--- src/rtl/regwin_pkg.sv ---
package regwin_pkg;
  localparam int TT_W    = 9;
  localparam int SWCWP_W = 8;
  localparam int WS_W    = 6;

  typedef enum logic [2:0] {
    OP_SAVE     = 3'd0,
    OP_RESTORE  = 3'd1,
    OP_FLUSH    = 3'd2,
    OP_SAVED    = 3'd3,
    OP_RESTORED = 3'd4
  } win_op_e;

  typedef enum logic [1:0] {
    TK_NONE  = 2'd0,
    TK_SPILL = 2'd1,
    TK_FILL  = 2'd2,
    TK_CLEAN = 2'd3
  } trap_kind_e;

  typedef enum logic [1:0] {
    SEL_CANSAVE    = 2'd0,
    SEL_CANRESTORE = 2'd1,
    SEL_OTHERWIN   = 2'd2,
    SEL_CLEANWIN   = 2'd3
  } cnt_sel_e;

  typedef struct packed {
    logic            trap;
    logic [TT_W-1:0] tt;
  } win_rsp_t;
endpackage

--- src/rtl/regwin_tt_enc.sv ---
module regwin_tt_enc
  import regwin_pkg::*;
#(
  parameter logic [TT_W-1:0] SPILL_TT = 9'h080,
  parameter logic [TT_W-1:0] FILL_TT  = 9'h0C0,
  parameter logic [TT_W-1:0] CLEAN_TT = 9'h024
) (
  input  trap_kind_e        kind,
  input  logic              other_nz,
  input  logic [WS_W-1:0]   wstate,
  output logic [TT_W-1:0]   tt
);
  logic [2:0]      sub;
  logic [TT_W-1:0] tail;

  // selector field choice depends on foreign-window occupancy
  always_comb begin
    sub  = other_nz ? wstate[5:3] : wstate[2:0];
    tail = TT_W'({other_nz, sub, 2'b00});
  end

  always_comb begin
    unique case (kind)
      TK_SPILL: tt = SPILL_TT | tail;
      TK_FILL:  tt = FILL_TT | tail;
      TK_CLEAN: tt = CLEAN_TT;
      default:  tt = '0;
    endcase
  end
endmodule

--- src/rtl/regwin_cwp_map.sv ---
module regwin_cwp_map
  import regwin_pkg::*;
#(
  parameter int NWIN = 8,
  parameter int CW   = $clog2(NWIN)
) (
  input  logic [SWCWP_W-1:0] sw_wr,
  output logic [CW-1:0]      idx_wr,
  input  logic [CW-1:0]      idx_cur,
  output logic [SWCWP_W-1:0] sw_rd
);
  localparam logic [CW-1:0] TOP_IDX = CW'(NWIN - 1);

  logic [CW-1:0] reduced;

  // out-of-ring values fold back modulo the ring size
  assign reduced = CW'(sw_wr % SWCWP_W'(NWIN));
  assign idx_wr  = TOP_IDX - reduced;
  assign sw_rd   = SWCWP_W'(TOP_IDX - idx_cur);
endmodule

--- src/rtl/regwin_rsp_slot.sv ---
module regwin_rsp_slot #(
  parameter int W = 10
) (
  input  logic         clk,
  input  logic         rst_n,
  input  logic         in_valid,
  output logic         in_ready,
  input  logic [W-1:0] in_data,
  output logic         out_valid,
  input  logic         out_ready,
  output logic [W-1:0] out_data
);
  logic         full_q;
  logic [W-1:0] data_q;

  // one entry, refilled in the same cycle it drains
  assign in_ready  = !full_q || out_ready;
  assign out_valid = full_q;
  assign out_data  = data_q;

  always_ff @(posedge clk or negedge rst_n) begin
    if (!rst_n) begin
      full_q <= 1'b0;
      data_q <= '0;
    end else if (in_valid && in_ready) begin
      full_q <= 1'b1;
      data_q <= in_data;
    end else if (out_ready) begin
      full_q <= 1'b0;
    end
  end
endmodule

--- src/rtl/regwin_core.sv ---
module regwin_core
  import regwin_pkg::*;
#(
  parameter int NWIN = 8,
  parameter int CW   = $clog2(NWIN)
) (
  input  logic          clk,
  input  logic          rst_n,
  input  logic          fire,
  input  logic [2:0]    op,
  input  logic          cwp_wr_en,
  input  logic [CW-1:0] cwp_wr_idx,
  input  logic          cnt_wr_en,
  input  logic [1:0]    cnt_wr_sel,
  input  logic [CW-1:0] cnt_wr_data,
  output logic [CW-1:0] cansave,
  output logic [CW-1:0] canrestore,
  output logic [CW-1:0] otherwin,
  output logic [CW-1:0] cleanwin,
  output logic [CW-1:0] cwp,
  output trap_kind_e    kind
);
  localparam logic [CW-1:0] TOP_IDX   = CW'(NWIN - 1);
  localparam logic [CW-1:0] FULL_SAVE = CW'(NWIN - 2);
  localparam logic [CW-1:0] ONE       = CW'(1);
  localparam bit            POW2      = (NWIN & (NWIN - 1)) == 0;

  logic [CW-1:0] cs_q, cr_q, ow_q, cl_q, cwp_q;
  logic [CW-1:0] cs_n, cr_n, ow_n, cl_n, cwp_n;
  logic [CW-1:0] cwp_dn, cwp_up;

  // Ring step: free wrap for power-of-two rings, explicit wrap otherwise
  generate
    if (POW2) begin : g_wrap_free
      assign cwp_dn = cwp_q - ONE;
      assign cwp_up = cwp_q + ONE;
    end else begin : g_wrap_cmp
      assign cwp_dn = (cwp_q == '0) ? TOP_IDX : cwp_q - ONE;
      assign cwp_up = (cwp_q == TOP_IDX) ? '0 : cwp_q + ONE;
    end
  endgenerate

  // Trap decision from current state
  always_comb begin
    kind = TK_NONE;
    case (op)
      OP_SAVE: begin
        if (cs_q == '0)       kind = TK_SPILL;
        else if (cl_q == cr_q) kind = TK_CLEAN;
      end
      OP_RESTORE: begin
        if (cr_q == '0) kind = TK_FILL;
      end
      OP_FLUSH: begin
        if (cs_q != FULL_SAVE) kind = TK_SPILL;
      end
      default: kind = TK_NONE;
    endcase
  end

  // Next-state: command update, then software loads override
  always_comb begin
    cs_n  = cs_q;
    cr_n  = cr_q;
    ow_n  = ow_q;
    cl_n  = cl_q;
    cwp_n = cwp_q;
    if (fire && kind == TK_NONE) begin
      case (op)
        OP_SAVE: begin
          cs_n  = cs_q - ONE;
          cr_n  = cr_q + ONE;
          cwp_n = cwp_dn;
        end
        OP_RESTORE: begin
          cs_n  = cs_q + ONE;
          cr_n  = cr_q - ONE;
          cwp_n = cwp_up;
        end
        OP_SAVED: begin
          cs_n = cs_q + ONE;
          if (ow_q == '0) cr_n = cr_q - ONE;
          else            ow_n = ow_q - ONE;
        end
        OP_RESTORED: begin
          cr_n = cr_q + ONE;
          if (cl_q < TOP_IDX) cl_n = cl_q + ONE;
          if (ow_q == '0) cs_n = cs_q - ONE;
          else            ow_n = ow_q - ONE;
        end
        default: ;          // flush success and unused codes: no change
      endcase
    end
    if (cwp_wr_en) cwp_n = cwp_wr_idx;
    if (cnt_wr_en) begin
      case (cnt_wr_sel)
        SEL_CANSAVE:    cs_n = cnt_wr_data;
        SEL_CANRESTORE: cr_n = cnt_wr_data;
        SEL_OTHERWIN:   ow_n = cnt_wr_data;
        default:        cl_n = cnt_wr_data;
      endcase
    end
  end

  always_ff @(posedge clk or negedge rst_n) begin
    if (!rst_n) begin
      cs_q  <= FULL_SAVE;
      cr_q  <= '0;
      ow_q  <= '0;
      cl_q  <= '0;
      cwp_q <= '0;
    end else begin
      cs_q  <= cs_n;
      cr_q  <= cr_n;
      ow_q  <= ow_n;
      cl_q  <= cl_n;
      cwp_q <= cwp_n;
    end
  end

  assign cansave    = cs_q;
  assign canrestore = cr_q;
  assign otherwin   = ow_q;
  assign cleanwin   = cl_q;
  assign cwp        = cwp_q;
endmodule

--- src/rtl/regwin_ctrl.sv ---
module regwin_ctrl
  import regwin_pkg::*;
#(
  parameter int              NWIN     = 8,
  parameter logic [TT_W-1:0] SPILL_TT = 9'h080,
  parameter logic [TT_W-1:0] FILL_TT  = 9'h0C0,
  parameter logic [TT_W-1:0] CLEAN_TT = 9'h024,
  localparam int             CW       = $clog2(NWIN)
) (
  input  logic               clk,
  input  logic               rst_n,
  input  logic               cmd_valid,
  output logic               cmd_ready,
  input  logic [2:0]         cmd_op,
  output logic               rsp_valid,
  input  logic               rsp_ready,
  output logic               rsp_trap,
  output logic [TT_W-1:0]    rsp_tt,
  input  logic               cwp_wr_en,
  input  logic [SWCWP_W-1:0] cwp_wr_data,
  output logic [SWCWP_W-1:0] cwp_rd,
  input  logic               wstate_wr_en,
  input  logic [WS_W-1:0]    wstate_wr_data,
  output logic [WS_W-1:0]    wstate_rd,
  input  logic               cnt_wr_en,
  input  logic [1:0]         cnt_wr_sel,
  input  logic [CW-1:0]      cnt_wr_data,
  output logic [CW-1:0]      cansave,
  output logic [CW-1:0]      canrestore,
  output logic [CW-1:0]      otherwin,
  output logic [CW-1:0]      cleanwin
);
  localparam int RSP_W = $bits(win_rsp_t);

  logic            fire;
  logic [CW-1:0]   cwp_idx;
  logic [CW-1:0]   cwp_wr_idx;
  trap_kind_e      kind;
  logic [TT_W-1:0] tt;
  logic [WS_W-1:0] wstate_q;
  win_rsp_t        rsp_in, rsp_out;

  assign fire = cmd_valid && cmd_ready;

  regwin_core #(.NWIN(NWIN), .CW(CW)) u_core (
    .clk        (clk),
    .rst_n      (rst_n),
    .fire       (fire),
    .op         (cmd_op),
    .cwp_wr_en  (cwp_wr_en),
    .cwp_wr_idx (cwp_wr_idx),
    .cnt_wr_en  (cnt_wr_en),
    .cnt_wr_sel (cnt_wr_sel),
    .cnt_wr_data(cnt_wr_data),
    .cansave    (cansave),
    .canrestore (canrestore),
    .otherwin   (otherwin),
    .cleanwin   (cleanwin),
    .cwp        (cwp_idx),
    .kind       (kind)
  );

  regwin_cwp_map #(.NWIN(NWIN), .CW(CW)) u_map (
    .sw_wr  (cwp_wr_data),
    .idx_wr (cwp_wr_idx),
    .idx_cur(cwp_idx),
    .sw_rd  (cwp_rd)
  );

  regwin_tt_enc #(.SPILL_TT(SPILL_TT), .FILL_TT(FILL_TT), .CLEAN_TT(CLEAN_TT)) u_enc (
    .kind    (kind),
    .other_nz(otherwin != '0),
    .wstate  (wstate_q),
    .tt      (tt)
  );

  // selector register, used by commands from the next cycle on
  always_ff @(posedge clk or negedge rst_n) begin
    if (!rst_n)            wstate_q <= '0;
    else if (wstate_wr_en) wstate_q <= wstate_wr_data;
  end
  assign wstate_rd = wstate_q;

  assign rsp_in.trap = (kind != TK_NONE);
  assign rsp_in.tt   = tt;

  regwin_rsp_slot #(.W(RSP_W)) u_slot (
    .clk      (clk),
    .rst_n    (rst_n),
    .in_valid (cmd_valid),
    .in_ready (cmd_ready),
    .in_data  (rsp_in),
    .out_valid(rsp_valid),
    .out_ready(rsp_ready),
    .out_data (rsp_out)
  );

  assign rsp_trap = rsp_out.trap;
  assign rsp_tt   = rsp_out.tt;
endmodule

--- config.mk ---
export PLATFORM = sky130hd
export DESIGN_NAME = regwin_ctrl
export DESIGN_NICKNAME = d
export VERILOG_FILES = /design/src/rtl/regwin_pkg.sv /design/src/rtl/regwin_tt_enc.sv /design/src/rtl/regwin_cwp_map.sv /design/src/rtl/regwin_rsp_slot.sv /design/src/rtl/regwin_core.sv /design/src/rtl/regwin_ctrl.sv
export SDC_FILE = /design/constraint.sdc
export NUM_CORES = 1
export LEC_CHECK = 0
export ABC_AREA = 1
export ABC_CLOCK_PERIOD_IN_PS = 2300
export BUFFER_PORTS_ARGS = -buffer_cell sky130_fd_sc_hd__buf_2
export CAP_MARGIN = 20
export CELL_PAD_IN_SITES_DETAIL_PLACEMENT = 0
export CELL_PAD_IN_SITES_GLOBAL_PLACEMENT = 1
export CORE_MARGIN = 2
export CORE_UTILIZATION = 35
export CTS_CLUSTER_SIZE = 30
export DETAILED_ROUTE_END_ITERATION = 12
export GPL_ROUTABILITY_DRIVEN = 0
export PLACE_DENSITY = 0.76
export SETUP_SLACK_MARGIN = 0.05
export SLEW_MARGIN = 15
export SYNTH_ARGS = -nofsm -noshare
export SYNTH_HDL_FRONTEND = slang
export SYNTH_HIERARCHICAL = 1
export SYNTH_SLANG_ARGS = --single-unit
--- constraint.sdc ---
create_clock -name clk -period 2.3 [get_ports clk]
set_input_delay 0.23 -clock clk [delete_from_list [all_inputs] [get_ports clk]]
set_output_delay 0.23 -clock clk [all_outputs]
set_load 0.005 [all_outputs]
==> parameters.txt <==
Parameter                              Value

Worst setup path
  Arrival time reported for the critical path endpoint    2.32 ns
  Worst reg2reg path startpoint    u_core/cansave[1]
  Critical Path RT    2.53 ns
  Max stage delay cell, worst path    sky130_fd_sc_hd__dfstp_2
  Critical path, cell by cell    inv_1, ha_1, inv_1, nor2_1, inv_1, nand2_2, a21oi_4, inv_2, inv_1, ha_1, nor2_1, nor2_2, nand2_1, nand2_1, nand3_1, nand2_1
  Origin of the worst setup path    u_core/cansave[1]
  Endpoint class of the critical path    flop
  Critical path's top delay family    simple AND/OR/NAND/NOR gates
  Crit path largest cell delay    0.56 ns
  Buffer and inverter count on the worst path    5
  Worst Setup Path Type    reg -> reg
  Type of origin of the critical path    flop
  Maximum fanout along the worst path    4
  Setup slack, reg-to-reg    0.21 ns
  Most prevalent standard cell on the critical path    sky130_fd_sc_hd__inv_1

GRT
  Number of antenna violations at the first check in global routing    0
  Largest net degree at the start of global routing    33
  Gr ovfl total    0
  Total global-route track usage    14.98%
  Vias in the first global route    1996
  Global-route wire length before repair    9142 um

Floorplan
  Area of the die    7651 um^2
  Initial core utilization    36.09%
  Num rows    30
  Die boundary width    87.47 um
  Vert. Die Dim    87.47 um
  Total I/O pin count    67
  Placeable core region    6756 um^2

STA
  Max Clock Skew    0.01220 ns
  # setup viols final    0
  Post-Route Setup TNS    0 ns
  Number of pins with negative max-slew slack in the final report    0
  Maximum operating frequency    0.4791 GHz
  Measured slew at the worst slew-check pin    0.7603 ns
  Relative slew slack    49.31%
  Unrepaired setup endpoints after global routing    false
  Time the worst path needs with I/O delays and setup    2.087 ns
  Final period util    90.75%
  Total count of hold-check failures in the final report    0

Run status
  Status    finished, final reports clean

Clock tree
  H-Tree Level Count    2
  Later-pin clock latency in the skew report    0.29 ns
  TritonCTS buffer count    5
  Quantity of hold-fixing buffers added after cts    0
  Clock tree from TritonCTS    built
  Number of buffers between clock root and the deepest sink    2
  Clock transition at the registers of the reported paths    0.08 ns
  Sinks on Clock Net    32
  Buffer cell driving the clock tree root    sky130_fd_sc_hd__clkbuf_8

Routing
  Sum of met2 wire segment lengths after detailed routing    2640 um
  Post-route DRC    0
  Top routing layer in use    met4
  Drt wl/cell    11.52 um
  Via count normalized by instance count    4.637
  Routed met1 length    2788 um
  Total Routed Length    5679 um
  Post-detailed-route count of antenna-violating nets    0
  1st-pass router iterations    4
  Length of routed met3 wiring    202 um
  Iter 0 DRT Violations    68
  Detailed-route via count    2286

Cells and area
  Number of diodes added for antenna fixing    0
  Area taken by flip-flops and latches    803.3 um^2
  P&R area growth vs syn    17.19%
  Number of nets in the final layout    456
  Ratio of cells with drive above 1 in the final layout    22.76%
  Layout Cell Area excl Fill    2858 um^2
  Fillers    750
  Area taken by multi-input logic gates    1326 um^2

Yosys
  Post-synth EDFFs    0
  Total standard cell area after synthesis    2439 um^2
  Most instantiated flip-flop cell in the synthesis netlist    sky130_fd_sc_hd__dfrtp_1
  Asr flop ratio synth    100.0%
  Avg Cell Area, Syn    6.869 um^2
  Warnings from Yosys    6
  Count leader, synth    sky130_fd_sc_hd__nand2_1
  Portion of the post-synthesis area used by sequential elements    32.94%
  Portion of synthesized cell area occupied by the leading cell type    30.79%
  Yosys reg bits    32
  Synth top area cells    sky130_fd_sc_hd__dfrtp_1, sky130_fd_sc_hd__nand2_1, sky130_fd_sc_hd__inv_1, sky130_fd_sc_hd__ha_1, sky130_fd_sc_hd__nand3_1
  Cell count after synthesis    355
  Count of different cell masters after synthesis    32
  Most area-hungry cell type in the Yosys netlist    sky130_fd_sc_hd__dfrtp_1
  Top cells by instance count after synthesis    sky130_fd_sc_hd__nand2_1, sky130_fd_sc_hd__inv_1, sky130_fd_sc_hd__nand3_1, sky130_fd_sc_hd__dfrtp_1, sky130_fd_sc_hd__ha_1

Place
  Port buffer count    56
  Cell area reported after detailed placement    2731 um^2
  DPL Wire Length    4259 um

Power
  Max IR drop VDD    0.2219 mV
  P_leak    0.001691 uW
  Total power per unit cell area    836.0 nW/um^2

Worst hold path
  Hold WC Path Type    in -> async

Flow run
  Number of max-cap violations    0
## repair_timing
item,4_1_cts,5_1_grt
setup buffers,0,1
endpoints found under the setup margin,0,4
gates resized for setup,0,4
## kinds of logic after synthesis
logic type      Yosys count  synth area share, %
xor+xnor                  7                2.514
simple gates            204                36.79
buf+inv                  72                13.90
compound gates           23                5.542
flops                    32                32.94
fa+ha+maj                15                8.004
other cells               2               0.3080
## power by group
part / switching (uW) / internal (uW)
Combinational: 556 / 422
Sequential: 163 / 693
Clock: 235 / 321
Total: 954 / 1440
## per-stage QoR
step / hold slack (ns) / util (%) / std cells / total power [uW] / setup WS [ns]
2_1_floorplan: -0.06559 / - / 361 / 1533 / 0.1927
3_3_place_gp: 0.3501 / 40.43 / 484 / 1819 / 0.1649
3_5_place_dp: 0.3579 / 40.43 / 484 / 1831 / 0.1388
4_1_cts: 0.03078 / 42.07 / 492 / 2399 / 0.1156
5_1_grt: 0.07497 / 42.30 / 493 / 2606 / 0.04274
6_report: 0.004254 / 42.30 / 493 / 2389 / 0.2126
## layout make-up
cell class,count,share of cell area [%]
timing repair buffer,59,10.60
sequential,32,28.11
clock inverter,3,1.489
tap,80,3.503
inverter,57,7.487
clock buffer,5,2.408
multi-input combinational,257,46.41
## per-layer routing
| layer | vias to the layer above | GRT usage (%) |
|---|---|---|
| met3 | 4 | 2.559 |
| met1 | 1034 | 20.98 |
| met4 | 0 | 4.615 |
| li1 | 1200 | - |
| met5 | - | 0 |
| met2 | 48 | 23.48 |
## cell usage in the layout (no fill, tap or decap), drive strengths merged
cell type | Yosys | final
nand2 | 135 | 135
buf | 13 | 59
inv | 57 | 57
nand3 | 35 | 35
dfrtp | 30 | 30
ha | 14 | 14
nor2 | 14 | 14
o21ai | 13 | 13
nand4 | 11 | 11
conb | 2 | 8
a21oi | 8 | 8
clkbuf | 2 | 5
or2 | 4 | 4
xnor2 | 4 | 4
nor3 | 4 | 4
xor2 | 3 | 3
dfstp | 2 | 2
clkinvlp | 0 | 1
bufinv | 0 | 1
clkinv | 0 | 1
a211oi | 1 | 1
nand3b | 1 | 1
o211ai | 1 | 1
fa | 1 | 1
## final timing paths
check | to | depth (start not counted)
max | u_slot/out_data[5] | 16
min | u_core/cansave[0] | 1
max reg2reg | u_slot/out_data[5] | 16
min reg2reg | u_slot/out_data[5] | 2
max in group asynchronous | u_core/otherwin[0] | 1
min in group clk | wstate_rd[1] | 3
## flip-flops by register name, indices dropped and copies added (netlist names)
signal and flops:
u_core/canrestore 3, u_core/cansave 3, u_core/cleanwin 3, u_core/cwp 3
u_core/otherwin 3, u_slot/out_data 10, u_slot/out_valid 1, wstate_rd 6
Power figures use the tool's default switching activity.
